[src/rtl/f2b_pkg.sv]
// Package: shared format widths for the narrowing converter.
// Assumes the source and destination formats share the sign and exponent
// layout and differ only in mantissa length.
package f2b_pkg;
    parameter int SRC_W = 32;   // source word width
    parameter int EXP_W = 8;    // exponent field width, common to both formats
    parameter int DST_W = 16;   // destination word width
endpackage

[src/rtl/f2b_special_detect.sv]
// Module: flags a source word whose exponent field is all ones (Inf/NaN).
// Assumes the sign is the MSB and the exponent sits directly below it.
module f2b_special_detect #(
    parameter int SRC_W = 32,
    parameter int EXP_W = 8
) (
    input  logic [SRC_W-1:0] src,
    output logic             is_special
);
    localparam int EXP_TOP = SRC_W - 2;

    logic [EXP_W-1:0] exp_field;

    // Extract the exponent and compare it against all ones.
    always_comb begin
        exp_field  = src[EXP_TOP -: EXP_W];
        is_special = &exp_field;
    end
endmodule

[src/rtl/f2b_round_rne.sv]
// Module: rounds the source word to nearest, ties to even, by adding a bias
// of (half of the dropped range - 1) plus the lowest kept bit, then keeping
// the upper DST_W bits. Assumes DST_W < SRC_W. The carry out of the MSB is dropped.
module f2b_round_rne #(
    parameter int SRC_W = 32,
    parameter int DST_W = 16
) (
    input  logic [SRC_W-1:0] src,
    output logic [DST_W-1:0] rounded
);
    localparam int DROP_W = SRC_W - DST_W;
    localparam logic [SRC_W-1:0] HALF_M1 = (SRC_W'(1) << (DROP_W - 1)) - SRC_W'(1);

    logic [SRC_W-1:0] bias;
    logic [SRC_W-1:0] sum;

    // Build the parity-dependent bias, add it, and keep the upper part.
    always_comb begin
        bias    = HALF_M1 + SRC_W'(src[DROP_W]);
        sum     = src + bias;
        rounded = sum[SRC_W-1 -: DST_W];
    end
endmodule

[src/rtl/f2b_out_reg.sv]
// Module: output stage. It loads the result on a valid cycle and registers
// the valid flag on every cycle. Uses a synchronous, active-low reset.
module f2b_out_reg #(
    parameter int DST_W = 16
) (
    input  logic             clk,
    input  logic             rst_n,
    input  logic             load,
    input  logic [DST_W-1:0] d,
    output logic [DST_W-1:0] q,
    output logic             q_valid
);
    // Capture data on load and follow the valid strobe with one cycle of delay.
    always_ff @(posedge clk) begin
        if (!rst_n) begin
            q       <= '0;
            q_valid <= 1'b0;
        end else begin
            q_valid <= load;
            if (load) q <= d;
        end
    end
endmodule

[src/rtl/f2b_convert.sv]
// Module: top of the single-to-brain-float converter. It chooses between the
// special-value pass-through and the rounded value, then registers the result.
// Assumes in_word is a raw single-precision bit pattern.
module f2b_convert #(
    parameter int SRC_W = f2b_pkg::SRC_W,
    parameter int EXP_W = f2b_pkg::EXP_W,
    parameter int DST_W = f2b_pkg::DST_W
) (
    input  logic             clk,
    input  logic             rst_n,
    input  logic             in_valid,
    input  logic [SRC_W-1:0] in_word,
    output logic [DST_W-1:0] out_word,
    output logic             out_valid
);
    logic             special;
    logic [DST_W-1:0] rounded;
    logic [DST_W-1:0] next_word;

    f2b_special_detect #(.SRC_W(SRC_W), .EXP_W(EXP_W)) u_detect (
        .src        (in_word),
        .is_special (special)
    );

    f2b_round_rne #(.SRC_W(SRC_W), .DST_W(DST_W)) u_round (
        .src     (in_word),
        .rounded (rounded)
    );

    // Pick the truncated upper half for Inf/NaN and the rounded value otherwise.
    always_comb begin
        next_word = special ? in_word[SRC_W-1 -: DST_W] : rounded;
    end

    f2b_out_reg #(.DST_W(DST_W)) u_out (
        .clk     (clk),
        .rst_n   (rst_n),
        .load    (in_valid),
        .d       (next_word),
        .q       (out_word),
        .q_valid (out_valid)
    );
endmodule

[config.mk]
export PLATFORM = sky130hd
export DESIGN_NAME = f2b_convert
export DESIGN_NICKNAME = d
export VERILOG_FILES = /design/src/rtl/f2b_pkg.sv /design/src/rtl/f2b_special_detect.sv /design/src/rtl/f2b_round_rne.sv /design/src/rtl/f2b_out_reg.sv /design/src/rtl/f2b_convert.sv
export SDC_FILE = /design/constraint.sdc
export NUM_CORES = 1
export LEC_CHECK = 0
export ABC_AREA = 1
export ABC_CLOCK_PERIOD_IN_PS = 1500
export CAP_MARGIN = 30
export CORE_MARGIN = 2
export CORE_UTILIZATION = 45
export CTS_BUF_LIST = sky130_fd_sc_hd__clkbuf_4
export CTS_CLUSTER_DIAMETER = 80
export CTS_CLUSTER_SIZE = 12
export DETAILED_ROUTE_END_ITERATION = 8
export PLACE_DENSITY = 0.8
export SLEW_MARGIN = 20
export SYNTH_ARGS = -nofsm -noshare
export SYNTH_HDL_FRONTEND = slang
export SYNTH_HIERARCHICAL = 1
export SYNTH_SLANG_ARGS = --single-unit
[constraint.sdc]
create_clock -name clk -period 1.5 [get_ports clk]
set_input_delay 0.15 -clock clk [delete_from_list [all_inputs] [get_ports clk]]
set_output_delay 0.15 -clock clk [all_outputs]
set_load 0.05 [all_outputs]
==> impl_metrics.toml, run 1 <==
[run_status]
status = "finished, final reports clean"

[synthesis]
ys_seq_area_share_pct = 23.1
avgSynthCellArea_um2 = 5.65
syn_nets = 296
synth_cell_types = 24
synth_warnings = 6
syn_area_um2 = 1480
synth_seq_cells = 17
synthCells = 261

[clock_tree]
postCtsSetupBuffers = 0
clock_path_buffers = 2
cts.repair.resized = 0
root_buffer = "clkbuf_4"
cts_buffers = 3
clock_sinks = 17
cts_hold_buf = 0
tritoncts = "yes"
clk_latency_ns = 0.27
htree_levels = 1
cts.clk_slew.worst_paths_ns = 0.08

[route]
vias_per_cell = 4.22
firstDrtPassIters = 4
drt_iter0_drc = 53
route.detailed.drc = 0
drt-total-wl_um = 3190
drtAntennaViolNets = 0
vias = 1586
post_drt_wl_per_cell_um = 8.47

[min_path]
worstHoldPathType = "in2reg"
hold_end = "u_out/q[1]"
holdPathStages = 8
hp-start = "in_word[17]"

[placement]
hpwl_um = 2620
dp.cells = 372
portBuffers = 51
gp_congestion = 0.885

[timing]
hold_violations = 0
timing.fmax_mhz = 720
slew_violations = 0
timing.max_slew.rel_slack_pct = 86.5
worst_pin_slew_ns = 0.202
post-route-period-util_pct = 92.5
rsz0062_at_grt = "true"
finClkSkew_ns = 0
min_period_ns = 1.39
setup_viol = 0

[setup_path]
cp_max_fo = 4
reg2reg_from = "u_out/q[1]"
r2r-end = "u_out/q[1]"
crit_type = "in2reg"
path_cells = "clkdlybuf4s50_1 -> nand2_2 -> nor2_2 -> buf_4 -> xor2_1 -> nand2_1 -> nand2_1 -> inv_1 -> nand2_1 -> nand2_1 -> nor2_1"
reg2reg_slack_ns = 0.93
r2r_cells = 2
max_stage_delay_ns = 0.49
critPathLaunchType = "input port"
critPathRequiredTime_ns = 1.72
crit_top_cell = "nand2_1"
worst_setup_path_end_kind = "register"
cp.arrival_ns = 1.61
cpMaxStageDelayCell = "clkdlybuf4s50_1"

[power_and_ir_drop]
peakVddDrop_v = 0.000247
seqPwrFrac_pct = 40.2
power.share.clock_pct = 19.7
cellLeakagePower_nw = 1.21
power_density_nw_per_um2 = 581
comb_power_share_pct = 40.2
p_int_mw = 0.825
sw_frac_of_total_pct = 33.6
p_sw_mw = 0.417
power_mw = 1.24

[floorplanning]
io_pins = 52
rows = 20
die_h_um = 61.3
coreArea_um2 = 3080
die_area_um2 = 3750
fp.dieW_um = 61.3
start_util_pct = 47.9

[grt]
grt_pass1_vias = 1343
grt_use_total_pct = 18.4
antenna_found_initial = 0
grt_pass1_wl_um = 5380
grt_overflow = 0
grt_max_degree = 34

[final_layout]
antenna_cells = 0
nets = 368
utilization_pct = 69.5
area_growth_pct = 45.0
drive_gt1_share_pct = 20.5
fin_cells = 376

[job]
cap_violations = 0
[kinds of logic (layout without fill, tap and decap cells)]
| family | after synthesis | count (layout) | share of synthesized area (%) |
|---|---|---|---|
| simple gates | 188 | 188 | 53.0 |
| flops | 17 | 17 | 23.1 |
| buf+inv | 42 | 113 | 16.6 |
| xor+xnor | 10 | 10 | 5.94 |
| compound gates | 4 | 4 | 1.36 |
[worst max path at each step]
stage,from,endpoint,slack (ns),cells past startpoint
after floorplan,in_word[18],u_out/q[12],0.41,11
after global placement,in_word[19],u_out/q[11],-0.18,12
after detailed placement,in_word[19],u_out/q[11],-0.21,12
after CTS,in_word[19],u_out/q[11],0.08,12
after global routing,in_word[25],u_out/q[12],0.001,12
final,in_word[16],u_out/q[2],0.11,11
[cell usage after synthesis]
| master | number | area share, % |
|---|---|---|
| a21oi_1 | 1 | 0.34 |
| nand2_1 | 107 | 27 |
| inv_6 | 1 | 0.59 |
| clkbuf_8 | 1 | 0.93 |
| buf_12 | 1 | 1.4 |
| buf_6 | 4 | 3.1 |
| xnor2_1 | 5 | 3.0 |
| inv_2 | 1 | 0.25 |
| xor2_1 | 5 | 3.0 |
| nand2_2 | 7 | 3.0 |
| nand3_1 | 4 | 1.4 |
| nand3b_1 | 1 | 0.51 |
| nand2_4 | 1 | 0.76 |
| nor2_2 | 5 | 2.1 |
| nand4_1 | 2 | 0.85 |
| buf_4 | 1 | 0.51 |
| buf_8 | 2 | 2.0 |
| o21ai_1 | 3 | 1.0 |
| nand3_2 | 1 | 0.68 |
| inv_1 | 31 | 7.9 |
| nor2_1 | 58 | 15 |
| nor2_8 | 1 | 1.4 |
| dfxtp_1 | 17 | 23 |
| or2_2 | 1 | 0.42 |
[worst max-delay path: cells and delay by family]
kind                   cells  cell delay, ns
XOR/XNOR                   1            0.16
AND/OR/NAND/NOR            7            0.61
buffers and inverters      3            0.69
[power by group through the flow]
stage,Sequential [mW],Clock [mW],Combinational (mW)
2_1_floorplan,0.620,0,0.174
5_1_grt,0.503,0.270,0.548
4_1_cts,0.499,0.258,0.499
6_report,0.499,0.244,0.499
3_5_place_dp,0.510,0,0.498
3_3_place_gp,0.509,0,0.491
[cell type report]
| type | instances | area (um^2) |
|---|---|---|
| inverters | 33 | 129 |
| well taps | 44 | 55.1 |
| flip-flops and latches | 17 | 340 |
| clock buffers | 4 | 30.0 |
| fillers | 297 | 940 |
| multi-input cells | 202 | 900 |
| repair buffers | 76 | 684 |
[per-stage QoR]
step                      hold WS, ns  instance area, um^2  setup WS (ns)  TNS (ns)
after floorplan                 0.419                 1480          0.406         0
after global placement          0.459                 2080         -0.185     -2.32
after detailed placement        0.466                 2080         -0.211     -2.65
after CTS                       0.478                 2110         0.0850         0
after global routing            0.503                 2140       0.000967         0
final                           0.466                 2140          0.112         0
[layer usage]
layer / track usage, % / part of all wire [%] / vias to the layer above
met5: 0 / 0 / -
met4: 6.52 / 0.75 / 0
met3: 1.47 / 4.1 / 2
met2: 30.9 / 46 / 39
met1: 24.8 / 49 / 641
li1: - / - / 904
[cell usage in the layout, fill, tap and decap left out]
cell / synthesis / layout
xor2_1: 5 / 5
nand3b_1: 1 / 1
buf_6: 4 / 1
a21oi_1: 1 / 1
clkdlybuf4s50_1: 0 / 29
nor2_8: 1 / 1
buf_4: 1 / 40
nor2_1: 58 / 57
nand2_4: 1 / 1
inv_6: 1 / 1
nor2_2: 5 / 6
dfxtp_1: 17 / 17
nand2_1: 107 / 104
clkbuf_4: 0 / 4
nand2_2: 7 / 10
nand4_1: 2 / 2
nand3_2: 1 / 1
or2_2: 1 / 1
buf_12: 1 / 1
o21ai_1: 3 / 3
inv_2: 1 / 1
nand3_1: 4 / 4
xnor2_1: 5 / 5
inv_1: 31 / 31
dlymetal6s2s_1: 0 / 5
[flip-flops by register name (all words and copies together) (netlist names)]
signal	flops
u_out/q	16
u_out/q_valid	1
No activity file was read; power rests on OpenSTA's default activity.
==> run 2: changes to the inputs <==
--- a/config.mk
+++ b/config.mk
@@ -15,7 +15,7 @@
 export CTS_CLUSTER_SIZE = 12
 export DETAILED_ROUTE_END_ITERATION = 8
 export PLACE_DENSITY = 0.8
-export SLEW_MARGIN = 20
+export SKIP_LAST_GASP = 1
 export SYNTH_ARGS = -nofsm -noshare
 export SYNTH_HDL_FRONTEND = slang
 export SYNTH_HIERARCHICAL = 1
==> results of run 2 <==
The final DEF is identical to that of run 1; final timing and power are the same.
==> run 3: changes to the inputs <==
--- a/config.mk
+++ b/config.mk
@@ -6,17 +6,18 @@
 export NUM_CORES = 1
 export LEC_CHECK = 0
 export ABC_AREA = 1
-export ABC_CLOCK_PERIOD_IN_PS = 1500
+export ABC_CLOCK_PERIOD_IN_PS = 1650
 export CAP_MARGIN = 30
+export CELL_PAD_IN_SITES_DETAIL_PLACEMENT = 1
+export CELL_PAD_IN_SITES_GLOBAL_PLACEMENT = 2
 export CORE_MARGIN = 2
-export CORE_UTILIZATION = 45
+export CORE_UTILIZATION = 28
 export CTS_BUF_LIST = sky130_fd_sc_hd__clkbuf_4
 export CTS_CLUSTER_DIAMETER = 80
 export CTS_CLUSTER_SIZE = 12
 export DETAILED_ROUTE_END_ITERATION = 8
-export PLACE_DENSITY = 0.8
+export PLACE_DENSITY_LB_ADDON = 0.1
 export SKIP_LAST_GASP = 1
 export SYNTH_ARGS = -nofsm -noshare
 export SYNTH_HDL_FRONTEND = slang
-export SYNTH_HIERARCHICAL = 1
 export SYNTH_SLANG_ARGS = --single-unit
==> constraint.sdc (replaced) <==
create_clock -name clk -period 1.65 [get_ports clk]
set_input_delay 0.165 -clock clk [delete_from_list [all_inputs] [get_ports clk]]
set_output_delay 0.165 -clock clk [all_outputs]
set_load 0.05 [all_outputs]
==> run 3 against run 2 <==
Total power is 37% higher. Utilization decreased by 20 points. Highest routed layer unchanged. Via count increased by 83%. Area after synthesis is 52% higher. Global-route usage increased by 2.6 points. Register-to-register slack improved by 0.04 ns. First-iteration DRC count increased by 30%. Critical path type is now reg2out.
==> impl_metrics.toml, run 3 <==
[route]
drt-total-wl_um = 9130
drtAntennaViolNets = 0
drt_iter0_drc = 69
vias = 2910
vias_per_cell = 4.69
post_drt_wl_per_cell_um = 14.7
route.detailed.drc = 0
firstDrtPassIters = 4

[synthesis]
synth_seq_cells = 17
synthCells = 409
syn_nets = 460
yosysTopAreaCell = "nand2_1"
synthFlopType = "dfxtp_1"
async_flop_share_pct = 0
syn_area_um2 = 2240
synth_area_leaders = "nand2_1 24%, dfxtp_1 15%, inv_1 12%"
yosysMostFrequentCell = "nand2_1"
netlist.area_leader.share_pct = 24.1
synth_common_cells = "144 x nand2_1, 72 x inv_1, 45 x nor2_1"
synth_cell_types = 29
ys_seq_area_share_pct = 15.2
synth_warnings = 0
avgSynthCellArea_um2 = 5.49
synth_edf_count = 0

[clock_tree]
cts_buffers = 3
clk_latency_ns = 0.29
cts.clk_slew.worst_paths_ns = 0.10
root_buffer = "clkbuf_4"
clock_sinks = 17
clock_path_buffers = 2
htree_levels = 1
tritoncts = "yes"

[timing]
post-route-period-util_pct = 97.2
hold_violations = 0
finalSetupTns_ns = 0
min_period_ns = 1.60
timing.max_slew.rel_slack_pct = 58.5
setup_viol = 0
timing.fmax_mhz = 623
worst_pin_slew_ns = 0.621
slew_violations = 0
rsz0062_at_grt = "true"
finClkSkew_ns = 0

[final_layout]
nets = 571
largest_register = "u_out.q"
final_common_cell = "nand2_1"
final_area_um2 = 3840
fill_cells = 1001
largest_reg_flops = 16
largestRegisters = "u_out.q (16), u_out.q_valid (1)"
area_growth_pct = 71.1
final_cell_mix = "115 x nand2_1, 70 x buf_4, 67 x inv_1, 29 x nand2_2, 29 x nor2_1"
antenna_cells = 0
drive_gt1_share_pct = 37.8

[setup_path]
path_cells = "clkdlybuf4s50_1"
critPathRequiredTime_ns = 1.48
cp.arrival_ns = 1.44
max_stage_delay_ns = 0.80
cpMaxStageDelayCell = "clkdlybuf4s50_1"
cp_max_fo = 1
reg2reg_slack_ns = 0.97
crit_type = "reg2out"
worst_setup_path_end_kind = "output pin"
crit_family = "buffers and inverters"
crit_buf_inv = 1
critPathLaunchType = "register"

[grt]
grt_max_degree = 24
antenna_found_initial = 0
grt_pass1_vias = 3023
grt_use_total_pct = 21.1
grt_overflow = 0
grt_pass1_wl_um = 14700

[floorplanning]
die_h_um = 93.5
fp.dieW_um = 93.5
coreArea_um2 = 7730
start_util_pct = 29.0
io_pins = 52
rows = 32
die_area_um2 = 8750

[power_and_ir_drop]
cellLeakagePower_nw = 2.05
peakVddDrop_v = 0.000335
power_density_nw_per_um2 = 444

[placement]
hpwl_um = 7150
placed_cell_area_um2 = 3180
portBuffers = 51
gp_congestion = 0.846

[job]
cap_violations = 0

[min_path]
worstHoldPathType = "in2reg"

[run_status]
status = "finished, final reports clean"
run 3: cell count changes in the layout (fill, tap and decap cells not counted), moves of 16 or more:
cell,change
buf_4,+30
clkdlybuf4s50_1,-16
inv_1,+36
nand2_2,+19
nand3_1,+22
nor2_1,-28
run 3: layer usage:
metal  up-vias  part of all wire (%)  GRT usage, %
met5         -                     0             0
met4         0                   1.0          2.17
met3         8                   2.5          2.42
met2        39                    47          36.1
met1      1363                    49          29.4
li1       1500                     -             -
run 3: path summary, 6_finish.rpt:
path | start | end | cells after the start
worst max-delay path | u_out.q_valid | out_valid | 1
worst min-delay path | in_word[25] | u_out.q[9] | 5
worst max register to register | u_out.q[14] | u_out.q[14] | 3
worst min register to register | u_out.q[10] | u_out.q[10] | 2
run 3: metrics by stage:
step                      power, mW  worst slack [ns]  std cells  hold WS, ns  utilization [%]
after floorplan               0.914            0.0439        409        0.300                -
after global placement         1.27            -0.750        607        0.479             41.2
after detailed placement       1.28            -0.832        607        0.501             41.2
after CTS                      1.64           0.00740        618        0.451             46.2
after global routing           1.83           -0.0673        621        0.330             49.7
final                          1.71            0.0460        621        0.297             49.7
run 3: cell type report:
cell class / count / area [um^2] / area share [%]
inverters: 78 / 300 / 7.82
multi-input cells: 310 / 2090 / 54.3
repair inverters: 1 / 7.51 / 0.195
clock buffers: 4 / 30.0 / 0.782
flip-flops and latches: 17 / 340 / 8.86
repair buffers: 109 / 948 / 24.7
well taps: 102 / 128 / 3.32
run 3: what timing repair did:
action,in CTS,in global routing
hold buffers,0,0
pin swaps,28,33
buffers inserted,6,3
cloned,1,0
endpoints found under the setup margin,15,16
resized for setup,76,65
run 3: kinds of logic (layout without fill, tap and decap cells):
logic type / count (synthesis) / after routing / share of synthesized area (%)
buf+inv: 82 / 192 / 14.4
simple gates: 258 / 258 / 52.1
fa+ha+maj: 16 / 16 / 8.92
compound gates: 36 / 36 / 9.42
flops: 17 / 17 / 15.2
run 3: report_power, final:
| part | total (mW) | switching [mW] | internal [mW] |
|---|---|---|---|
| registers | 0.456 | 0.0153 | 0.441 |
| clock network | 0.252 | 0.142 | 0.111 |
| logic | 0.998 | 0.588 | 0.410 |
| total | 1.71 | 0.745 | 0.961 |
